**config.mk**
```make
export PLATFORM = sky130hd
export DESIGN_NAME = mach_timer
export DESIGN_NICKNAME = d
export VERILOG_FILES = /design/src/rtl/mach_timer_pkg.sv /design/src/rtl/mach_timer_ctrl.sv /design/src/rtl/mach_timer_dp.sv /design/src/rtl/mach_timer.sv
export SDC_FILE = /design/constraint.sdc
export NUM_CORES = 1
export LEC_CHECK = 0
export ABC_AREA = 1
export ABC_CLOCK_PERIOD_IN_PS = 4400
export BUFFER_PORTS_ARGS = -buffer_cell sky130_fd_sc_hd__buf_2
export CAP_MARGIN = 5
export CORE_UTILIZATION = 66
export CTS_BUF_LIST = sky130_fd_sc_hd__clkbuf_16
export CTS_CLUSTER_DIAMETER = 80
export DETAILED_ROUTE_END_ITERATION = 8
export GPL_TIMING_DRIVEN = 0
export PLACE_DENSITY = 0.87
export SYNTH_ARGS = -nofsm -noshare
export SYNTH_HDL_FRONTEND = slang
export SYNTH_SLANG_ARGS = --single-unit
export TNS_END_PERCENT = 30
```
**constraint.sdc**
```tcl
create_clock -name clk -period 4.4 [get_ports clk]
set_input_delay 0.22 -clock clk [delete_from_list [all_inputs] [get_ports clk]]
set_output_delay 0.22 -clock clk [all_outputs]
set_load 0.03 [all_outputs]
```
**src/rtl/mach_timer_pkg.sv**
```systemverilog
package mach_timer_pkg;

  typedef enum logic [2:0] {
    SEL_NONE,
    SEL_TIME_LO,
    SEL_TIME_HI,
    SEL_CMP_LO,
    SEL_CMP_HI
  } rd_sel_e;

  typedef struct packed {
    logic    timeLoWr;
    logic    timeHiWr;
    logic    cmpLoWr;
    logic    cmpHiWr;
    rd_sel_e rdSel;
  } reg_ctl_t;

endpackage

```
**src/rtl/mach_timer_ctrl.sv**
```systemverilog
module mach_timer_ctrl
  import mach_timer_pkg::*;
#(
  parameter int ADDR_W = 16,
  parameter logic [ADDR_W-1:0] CMP_OFF  = 16'h4000,
  parameter logic [ADDR_W-1:0] TIME_OFF = 16'hBFF8
) (
  input  logic [ADDR_W-1:0] busAddr,
  input  logic              busWe,
  output reg_ctl_t          ctl
);

  localparam logic [ADDR_W-1:0] CMP_HI  = CMP_OFF + ADDR_W'(4);
  localparam logic [ADDR_W-1:0] TIME_HI = TIME_OFF + ADDR_W'(4);

  always_comb begin
    ctl = '0;
    ctl.rdSel = SEL_NONE;
    if (busAddr == TIME_OFF)     ctl.rdSel = SEL_TIME_LO;
    else if (busAddr == TIME_HI) ctl.rdSel = SEL_TIME_HI;
    else if (busAddr == CMP_OFF) ctl.rdSel = SEL_CMP_LO;
    else if (busAddr == CMP_HI)  ctl.rdSel = SEL_CMP_HI;
    ctl.timeLoWr = busWe && (ctl.rdSel == SEL_TIME_LO);
    ctl.timeHiWr = busWe && (ctl.rdSel == SEL_TIME_HI);
    ctl.cmpLoWr  = busWe && (ctl.rdSel == SEL_CMP_LO);
    ctl.cmpHiWr  = busWe && (ctl.rdSel == SEL_CMP_HI);
  end

endmodule

```
**src/rtl/mach_timer_dp.sv**
```systemverilog
module mach_timer_dp
  import mach_timer_pkg::*;
#(
  parameter int DATA_W = 32
) (
  input  logic                  clk,
  input  logic                  rstN,
  input  logic                  tickEn,
  input  logic [DATA_W-1:0]     busWdata,
  input  logic [DATA_W/8-1:0]   busStrb,
  input  reg_ctl_t              ctl,
  output logic [2*DATA_W-1:0]   timeQ,
  output logic [2*DATA_W-1:0]   cmpQ,
  output logic [DATA_W-1:0]     busRdata,
  output logic                  timerIrq
);

  localparam int CNT_W = 2 * DATA_W;
  localparam int NBYTE = DATA_W / 8;

  logic [DATA_W-1:0] laneMask;
  logic [CNT_W-1:0]  timeNext, cmpNext;

  for (genvar b = 0; b < NBYTE; b++) begin : g_lane
    assign laneMask[b*8 +: 8] = {8{busStrb[b]}};
  end

  function automatic logic [DATA_W-1:0] mergeWord(input logic [DATA_W-1:0] oldW,
                                                  input logic [DATA_W-1:0] newW,
                                                  input logic [DATA_W-1:0] mask);
    return (oldW & ~mask) | (newW & mask);
  endfunction

  always_comb begin
    timeNext = timeQ;
    if (ctl.timeLoWr || ctl.timeHiWr) begin
      if (ctl.timeLoWr)
        timeNext[DATA_W-1:0] = mergeWord(timeQ[DATA_W-1:0], busWdata, laneMask);
      if (ctl.timeHiWr)
        timeNext[CNT_W-1:DATA_W] = mergeWord(timeQ[CNT_W-1:DATA_W], busWdata, laneMask);
    end else if (tickEn) begin
      timeNext = timeQ + CNT_W'(1);
    end
  end

  always_comb begin
    cmpNext = cmpQ;
    if (ctl.cmpLoWr)
      cmpNext[DATA_W-1:0] = mergeWord(cmpQ[DATA_W-1:0], busWdata, laneMask);
    if (ctl.cmpHiWr)
      cmpNext[CNT_W-1:DATA_W] = mergeWord(cmpQ[CNT_W-1:DATA_W], busWdata, laneMask);
  end

  always_ff @(posedge clk) begin
    if (!rstN) begin
      timeQ <= '0;
      cmpQ  <= '1;
    end else begin
      timeQ <= timeNext;
      cmpQ  <= cmpNext;
    end
  end

  always_comb begin
    unique case (ctl.rdSel)
      SEL_TIME_LO: busRdata = timeQ[DATA_W-1:0];
      SEL_TIME_HI: busRdata = timeQ[CNT_W-1:DATA_W];
      SEL_CMP_LO:  busRdata = cmpQ[DATA_W-1:0];
      SEL_CMP_HI:  busRdata = cmpQ[CNT_W-1:DATA_W];
      default:     busRdata = '0;
    endcase
  end

  assign timerIrq = timeQ > cmpQ;

endmodule

```
**src/rtl/mach_timer.sv**
```systemverilog
module mach_timer
  import mach_timer_pkg::*;
#(
  parameter int ADDR_W = 16,
  parameter int DATA_W = 32,
  parameter logic [ADDR_W-1:0] CMP_OFF  = 16'h4000,
  parameter logic [ADDR_W-1:0] TIME_OFF = 16'hBFF8
) (
  input  logic                clk,
  input  logic                rstN,
  input  logic                tickEn,
  input  logic [ADDR_W-1:0]   busAddr,
  input  logic                busWe,
  input  logic [DATA_W-1:0]   busWdata,
  input  logic [DATA_W/8-1:0] busStrb,
  output logic [DATA_W-1:0]   busRdata,
  output logic                timerIrq
);

  localparam int CNT_W = 2 * DATA_W;

  reg_ctl_t         ctl;
  logic [CNT_W-1:0] timeVal;
  logic [CNT_W-1:0] cmpVal;

  mach_timer_ctrl #(
    .ADDR_W(ADDR_W), .CMP_OFF(CMP_OFF), .TIME_OFF(TIME_OFF)
  ) u_ctrl (
    .busAddr(busAddr), .busWe(busWe), .ctl(ctl)
  );

  mach_timer_dp #(.DATA_W(DATA_W)) u_dp (
    .clk(clk), .rstN(rstN), .tickEn(tickEn),
    .busWdata(busWdata), .busStrb(busStrb), .ctl(ctl),
    .timeQ(timeVal), .cmpQ(cmpVal),
    .busRdata(busRdata), .timerIrq(timerIrq)
  );

endmodule

```
==> run summary, run 1 <==
Status: finished, violations left
Failing checks: DRC
Register area share after synthesis: 24.9%
Final Net Count: 1951
Crit. End Element: output pin
Synthesis Warnings: 0
Final setup violation count: 0
Post-synth EDFFs: 0
Maximum number of pins on one net before global-route repair: 17
Internal power: 2.30 mW
Overall power: 3.20 mW
Clk buf depth: 2
Iteration count of the initial detailed-routing pass: 9
Number of DRC markers in iteration 0: 2266
DRT Wirelength: 44000 µm
Initial Utilization: 67.6%
Global route total overflow: 0
Dpl hpwl: 32100 µm
Seq pwr share: 40.1%
Hold Path Class: input port to register
CTS Sinks: 128
Clk pwr share: 49.1%
Synthesized Nets: 1847
Post-layout util: 76.1%
Synthesized area per cell: 5.96 µm²
Die footprint: 0.0161 mm²
Vias in the first global route: 12100
Cell family with most CP delay: simple AND/OR/NAND/NOR gates
Routed wire length per instance: 21.7 µm
CP Depth: 8
Worst-Margin Slew: 1.22 ns
Critical Path Start Type: register
Initial antenna violation count: 2
Minimum clock period: 3.55 ns
Most frequent CP cell: nand2_1
CP Buf/Inv Count: 2
Crit-path cells: ha_1 > nand4_1 > nor4_1 > nand2_1 > inv_1 > nand2_1 > a21oi_1 > buf_2
CORE AREA: 0.0152 mm²
Final Max Tran Viols: 0
CTS HTree Levels: 4
Placed insts: 1999
CTS tree: yes
Synth Flop Type: dfxtp_1
Io pins: 89
Filler Cells Inserted: 1191
Flops & latches, synth: 128
CP arrival: 3.33 ns
# DRC: 12
Pwr per Cell Area: 277 mW/mm²
R2R depth: 10
Via density: 6.33
RSZ-0062 raised after global routing: no
GRT Total Usage: 55.6%
Via count: 12800
Worst setup path end: timerIrq
Multi-input logic area: 0.00671 mm²
IO buf count: 85
Commonest non-fill, non-tap cell in the layout: nand2_1
FF-to-FF setup slack: 2.05 ns
CP Class: register to output pin
Clock transition at path regs: 0.06 ns
Period utilisation layout: 80.7%
Post-CTS Setup Inserts: 0
Gpl congestion: 1.09
Combinational fraction of design power: 10.8%
Max Clk Rate: 282 MHz
Routed met3 length: 6900 µm
# rows: 45
Antenna Cells: 0
Relative slew slack: 18.6%
Wl on met1: 14900 µm
Die height: 127 µm
Register area: 0.00256 mm²
Number of max-cap violations: 0
DIE WIDTH: 127 µm
Count of cell types in the netlist: 37
Hold Vio Cnt, Final: 0
Hold path start: busWdata[24]
Switching Share: 28.0%
IR drop worst, VDD: 0.293 mV
Setup Total Neg Slack: 0 ns
First-pass GRT wire length: 66500 µm
Critical path's largest stage delay: 0.98 ns
Resized cells post-CTS: 0
Leakage: 6.18 nW
Cells after synthesis: 1726
Most frequent cells in the layout: nand2_1, nor2_1, inv_1
Asr flop ratio synth: 0%
Worst skew pair latency: 0.45 ns
Setup Skew: 0.00995 ns
Sw power: 0.897 mW
Post-route ant nets: 0
Post-route insts no fill: 2029
Critical path's slowest cell: nor4_1
Highest metal used: met5
Length of routed met2 wiring: 17500 µm
Root Driver: clkbuf_16
CP max FO: 7
WP data required: 4.18 ns
Netlist Area Pre-Place: 0.0103 mm²
Share of cells above drive strength 1: 9.18%
TritonCTS Buffers: 17
Area Growth Syn to Fin: 12.5%
Post-CTS Hold Buffers: 0
==> power by group through the flow <==
| stage | Clock, mW | Sequential (mW) | Combinational, mW |
|---|---|---|---|
| CTS | 1.54 | 1.27 | 0.329 |
| floorplan | 0 | 1.27 | 0.225 |
| finish | 1.57 | 1.28 | 0.346 |
| detailed placement | 0 | 1.30 | 0.322 |
| global placement | 0 | 1.30 | 0.307 |
| global route | 1.59 | 1.28 | 0.379 |
==> tightest hold or removal path, cell delays in order <==
cell and delay (ns):
buf_2 0.09, nand3_1 0.06, nand3_1 0.07
==> routing by layer <==
layer	GRT usage [%]	vias up
li1	-	5780
met1	62.9	5579
met2	80.3	1108
met3	22.8	370
met4	49.7	2
met5	0	-
==> worst min path at each step <==
stage,depth (start not counted),endpoint,slack [ns]
3_5_place_dp,2,register,0.44
4_1_cts,3,register,0.03
3_3_place_gp,2,register,0.44
6_report,3,register,0.02
5_1_grt,3,register,0.06
2_1_floorplan,2,register,0.35
==> area by class of cell <==
type | count | area share, %
Buffer | 59 | 2.40
Clock buffer | 17 | 3.68
Clock inverter | 13 | 1.70
Inverter | 196 | 6.36
Multi-Input combinational cell | 1343 | 58.0
Sequential cell | 128 | 22.2
Tap cell | 188 | 2.03
Timing Repair Buffer | 85 | 3.68
==> cell families after synthesis <==
family / synth area share (%)
adder cells (fa/ha/maj): 7.91
AO/OA/AOI/OAI: 13.1
AND/OR/NAND/NOR: 42.1
buffers and inverters: 9.86
XOR/XNOR: 2.13
flip-flops: 24.9
==> through the flow <==
| stage | setup WS (ns) | instance area (µm²) | hold slack (ns) |
|---|---|---|---|
| 2_1_floorplan | 2.38 | 10300 | 0.350 |
| 3_3_place_gp | 1.61 | 10900 | 0.439 |
| 3_5_place_dp | 1.58 | 10900 | 0.444 |
| 4_1_cts | 1.30 | 11600 | 0.0328 |
| 5_1_grt | 0.943 | 11600 | 0.0551 |
| 6_report | 0.850 | 11600 | 0.0218 |
==> synthesized netlist by cell type (all sizes together), types with 4 or more instances <==
cell type / instances / area share [%]
inv: 196 / 7.2
or2: 4 / 0.24
nor3: 13 / 0.63
buf: 22 / 1.3
o221ai: 24 / 2.0
ha: 65 / 7.9
a22oi: 32 / 2.3
nand3: 140 / 6.9
nand4: 23 / 1.7
dfxtp: 128 / 25
o21ai: 39 / 1.9
a21oi: 73 / 3.8
o211ai: 37 / 2.7
nor2: 287 / 11
xor2: 25 / 2.1
clkbuf: 37 / 1.4
nand2: 569 / 21
Note: power is estimated with default switching activity, not from simulation.
==> run 2: changes to the inputs <==
Settings changed: ABC_CLOCK_PERIOD_IN_PS 4400 to 3500, CORE_UTILIZATION 66 to 61, PLACE_DENSITY 0.87 to 0.81.
Clock period 4.4 ns to 3.5 ns, I/O delays scaled along.
==> run 2 against run 1 <==
  * The flow finishes with violations (hold timing)
  * Sequential share of layout area is 0.093 points lower
  * Clock power increased by 20%
  * Cell count increased by 1.9%
  * Utilization decreased by 5.8 points
  * Global-route usage fell by 6.0 points
  * Cell area is 0.42% higher
  * Power is 22% higher
  * Via count shrank 1.6%
  * Clock-buffer cell count is the same
  * Worst setup slack worse by 0.53 ns
  * Critical path depth is 2 higher
==> run summary, run 2 (same netlist as run 1, synthesis figures left out) <==
Maximum number of pins on one net before global-route repair: 17 (unchanged)
Die footprint: 0.0174 mm² (was 0.0161 mm²)
Relative slew slack: 20.3% (was 18.6%)
DRT Wirelength: 43200 µm (was 44000 µm)
Most frequent cells in the layout: nand2_1, nor2_1, inv_1 (unchanged)
CTS tree: yes (unchanged)
Dpl hpwl: 32800 µm (was 32100 µm)
First-pass GRT wire length: 64400 µm (was 66500 µm)
Filler Cells Inserted: 1446 (was 1191)
Worst skew pair latency: 0.44 ns (was 0.45 ns)
Critical path's largest stage delay: 0.64 ns (was 0.98 ns)
Multi-input logic area: 0.00671 mm² (unchanged)
GRT Total Usage: 49.6% (was 55.6%)
CTS Sinks: 128 (unchanged)
Final setup violation count: 0 (unchanged)
Worst Hold Path Cells: 3 (unchanged)
WP data required: 3.32 ns (was 4.18 ns)
CTS HTree Levels: 4 (unchanged)
Initial Utilization: 62.2% (was 67.6%)
Number of DRC markers in iteration 0: 1593 (was 2266)
Area Growth Syn to Fin: 12.9% (was 12.5%)
Placed inst area: 0.0110 mm² (was 0.0109 mm²)
DIE WIDTH: 132 µm (was 127 µm)
Leakage: 6.18 nW (about the same)
Setup Skew: 0.00938 ns (was 0.00995 ns)
Post-CTS Setup Inserts: 0 (unchanged)
Pwr per Cell Area: 337 mW/mm² (was 277 mW/mm²)
Share of cells above drive strength 1: 9.26% (was 9.18%)
Vias in the first global route: 11500 (was 12100)
Clock transition at path regs: 0.06 ns (about the same)
CORE AREA: 0.0165 mm² (was 0.0152 mm²)
Post-route insts no fill: 2068 (was 2029)
TritonCTS Buffers: 17 (unchanged)
Critical path's slowest cell: nor4_1 (unchanged)
Post-route ant nets: 0 (unchanged)
Die height: 132 µm (was 127 µm)
Register area: 0.00256 mm² (unchanged)
Gpl congestion: 1.06 (was 1.09)
CP Class: register to output pin (unchanged)
FF-to-FF setup slack: 0.99 ns (was 2.05 ns)
Overall power: 3.92 mW (was 3.20 mW)
Root Driver: clkbuf_16 (unchanged)
Iteration count of the initial detailed-routing pass: 6 (was 9)
Io pins: 89 (unchanged)
CP max FO: 6 (was 7)
Number of max-cap violations: 0 (unchanged)
IR drop worst, VDD: 0.353 mV (was 0.293 mV)
Status: finished, violations left (unchanged)
Via density: 6.11 (was 6.33)
Max Clk Rate: 315 MHz
CP arrival: 3.00 ns (was 3.33 ns)
Failing checks: hold timing (was DRC)
RSZ-0062 raised after global routing: no (unchanged)
Crit. End Element: output pin (unchanged)
Worst-Margin Slew: 1.19 ns (was 1.22 ns)
Hold path start: busWdata[23] (was busWdata[24])
Placed insts: 2031 (was 1999)
R2R depth: 12 (was 10)
Period utilisation layout: 90.7%
Final Net Count: 1954 (was 1951)
# DRC: 0 (was 12)
Via count: 12600 (was 12800)
Crit-path cells: ha_1 > nand2_1 > nor2_1 > nand2_1 > nor4_1 > nand2_1 > inv_1 > nand2_1 > a21oi_1 > buf_2 (was ha_1 > nand4_1 > nor4_1 > nand2_1 > inv_1 > nand2_1 > a21oi_1 > buf_2)
Critical Path Start Type: register (unchanged)
Clk buf depth: 2 (unchanged)
IO buf count: 85 (unchanged)
Hold Slack: -0.00637 ns (was 0.0218 ns)
Final Max Tran Viols: 0 (unchanged)
Setup Total Neg Slack: 0 ns (unchanged)
Global route total overflow: 0 (unchanged)
Commonest non-fill, non-tap cell in the layout: nand2_1 (unchanged)
# rows: 47 (was 45)
Hold Vio Cnt, Final: 3 (was 0)
Minimum clock period: 3.18 ns
Design area: 0.0116 mm² (about the same)
Initial antenna violation count: 2 (unchanged)
Routed wire length per instance: 20.9 µm (was 21.7 µm)
Hold Path Class: input port to register (unchanged)
Most frequent CP cell: nand2_1 (unchanged)
## run 2: how the worst max path moves through the flow
| stage | start | end | slack [ns] | cells after the start |
|---|---|---|---|---|
| after detailed placement | busAddr[1] | busRdata[3] | 0.62 | 10 |
| after global placement | busAddr[1] | busRdata[11] | 0.66 | 10 |
| after global routing | register | timerIrq | 0.32 | 10 |
| final | register | timerIrq | 0.32 | 10 |
| after CTS | register | timerIrq | 0.52 | 10 |
| after floorplan | register | timerIrq | 1.53 | 10 |
## run 2: stage by stage
| stage | setup WS [ns] | utilization (%) |
|---|---|---|
| after floorplan | 1.53 | - |
| after global placement | 0.664 | 66.5 |
| after detailed placement | 0.615 | 66.5 |
| after CTS | 0.522 | 70.3 |
| after global routing | 0.322 | 70.3 |
| final | 0.324 | 70.3 |
## run 2: worst max-delay path, delay by kind of cell, from the launching register on
kind | cells | cell delay, ns
buffers and inverters | 2 | 0.32
flip-flops | 1 | 0.41
adder cells (fa/ha/maj) | 1 | 0.35
AND/OR/NAND/NOR | 6 | 1.32
AO/OA/AOI/OAI | 1 | 0.17
## run 2: repair_timing
action | 4_1_cts | 5_1_grt
hold endpoints to repair | 3 | 0
hold buffers | 3 | 0
gates resized for setup | 0 | 0
## run 2: final cells by class
| class | count | share of cell area (%) |
|---|---|---|
| diodes | 2 | 0.0431 |
| plain buffers | 59 | 2.39 |
| clock buffers | 17 | 3.66 |
| clock inverters | 15 | 1.47 |
| inverters | 196 | 6.33 |
| multi-input cells | 1343 | 57.8 |
| flip-flops and latches | 128 | 22.1 |
| well taps | 220 | 2.37 |
| repair buffers | 88 | 3.92 |
## run 2: power by group
group | total, mW | internal (mW) | leakage, nW | switching (mW)
Combinational | 0.428 | 0.147 | 4.84 | 0.281
Sequential | 1.61 | 1.50 | 1.05 | 0.103
Clock | 1.88 | 1.12 | 0.294 | 0.767
Total | 3.92 | 2.77 | 6.18 | 1.15
## run 2: per-layer routing
| metal | global-route usage [%] | vias to the layer above | wire [µm] |
|---|---|---|---|
| met2 | 76.4 | 970 | 18100 |
| met3 | 14.6 | 196 | 5950 |
| met4 | 30.3 | 2 | 2880 |
| met5 | 0 | - | 107 |
| met1 | 60.9 | 5661 | 16100 |
| li1 | - | 5802 | - |
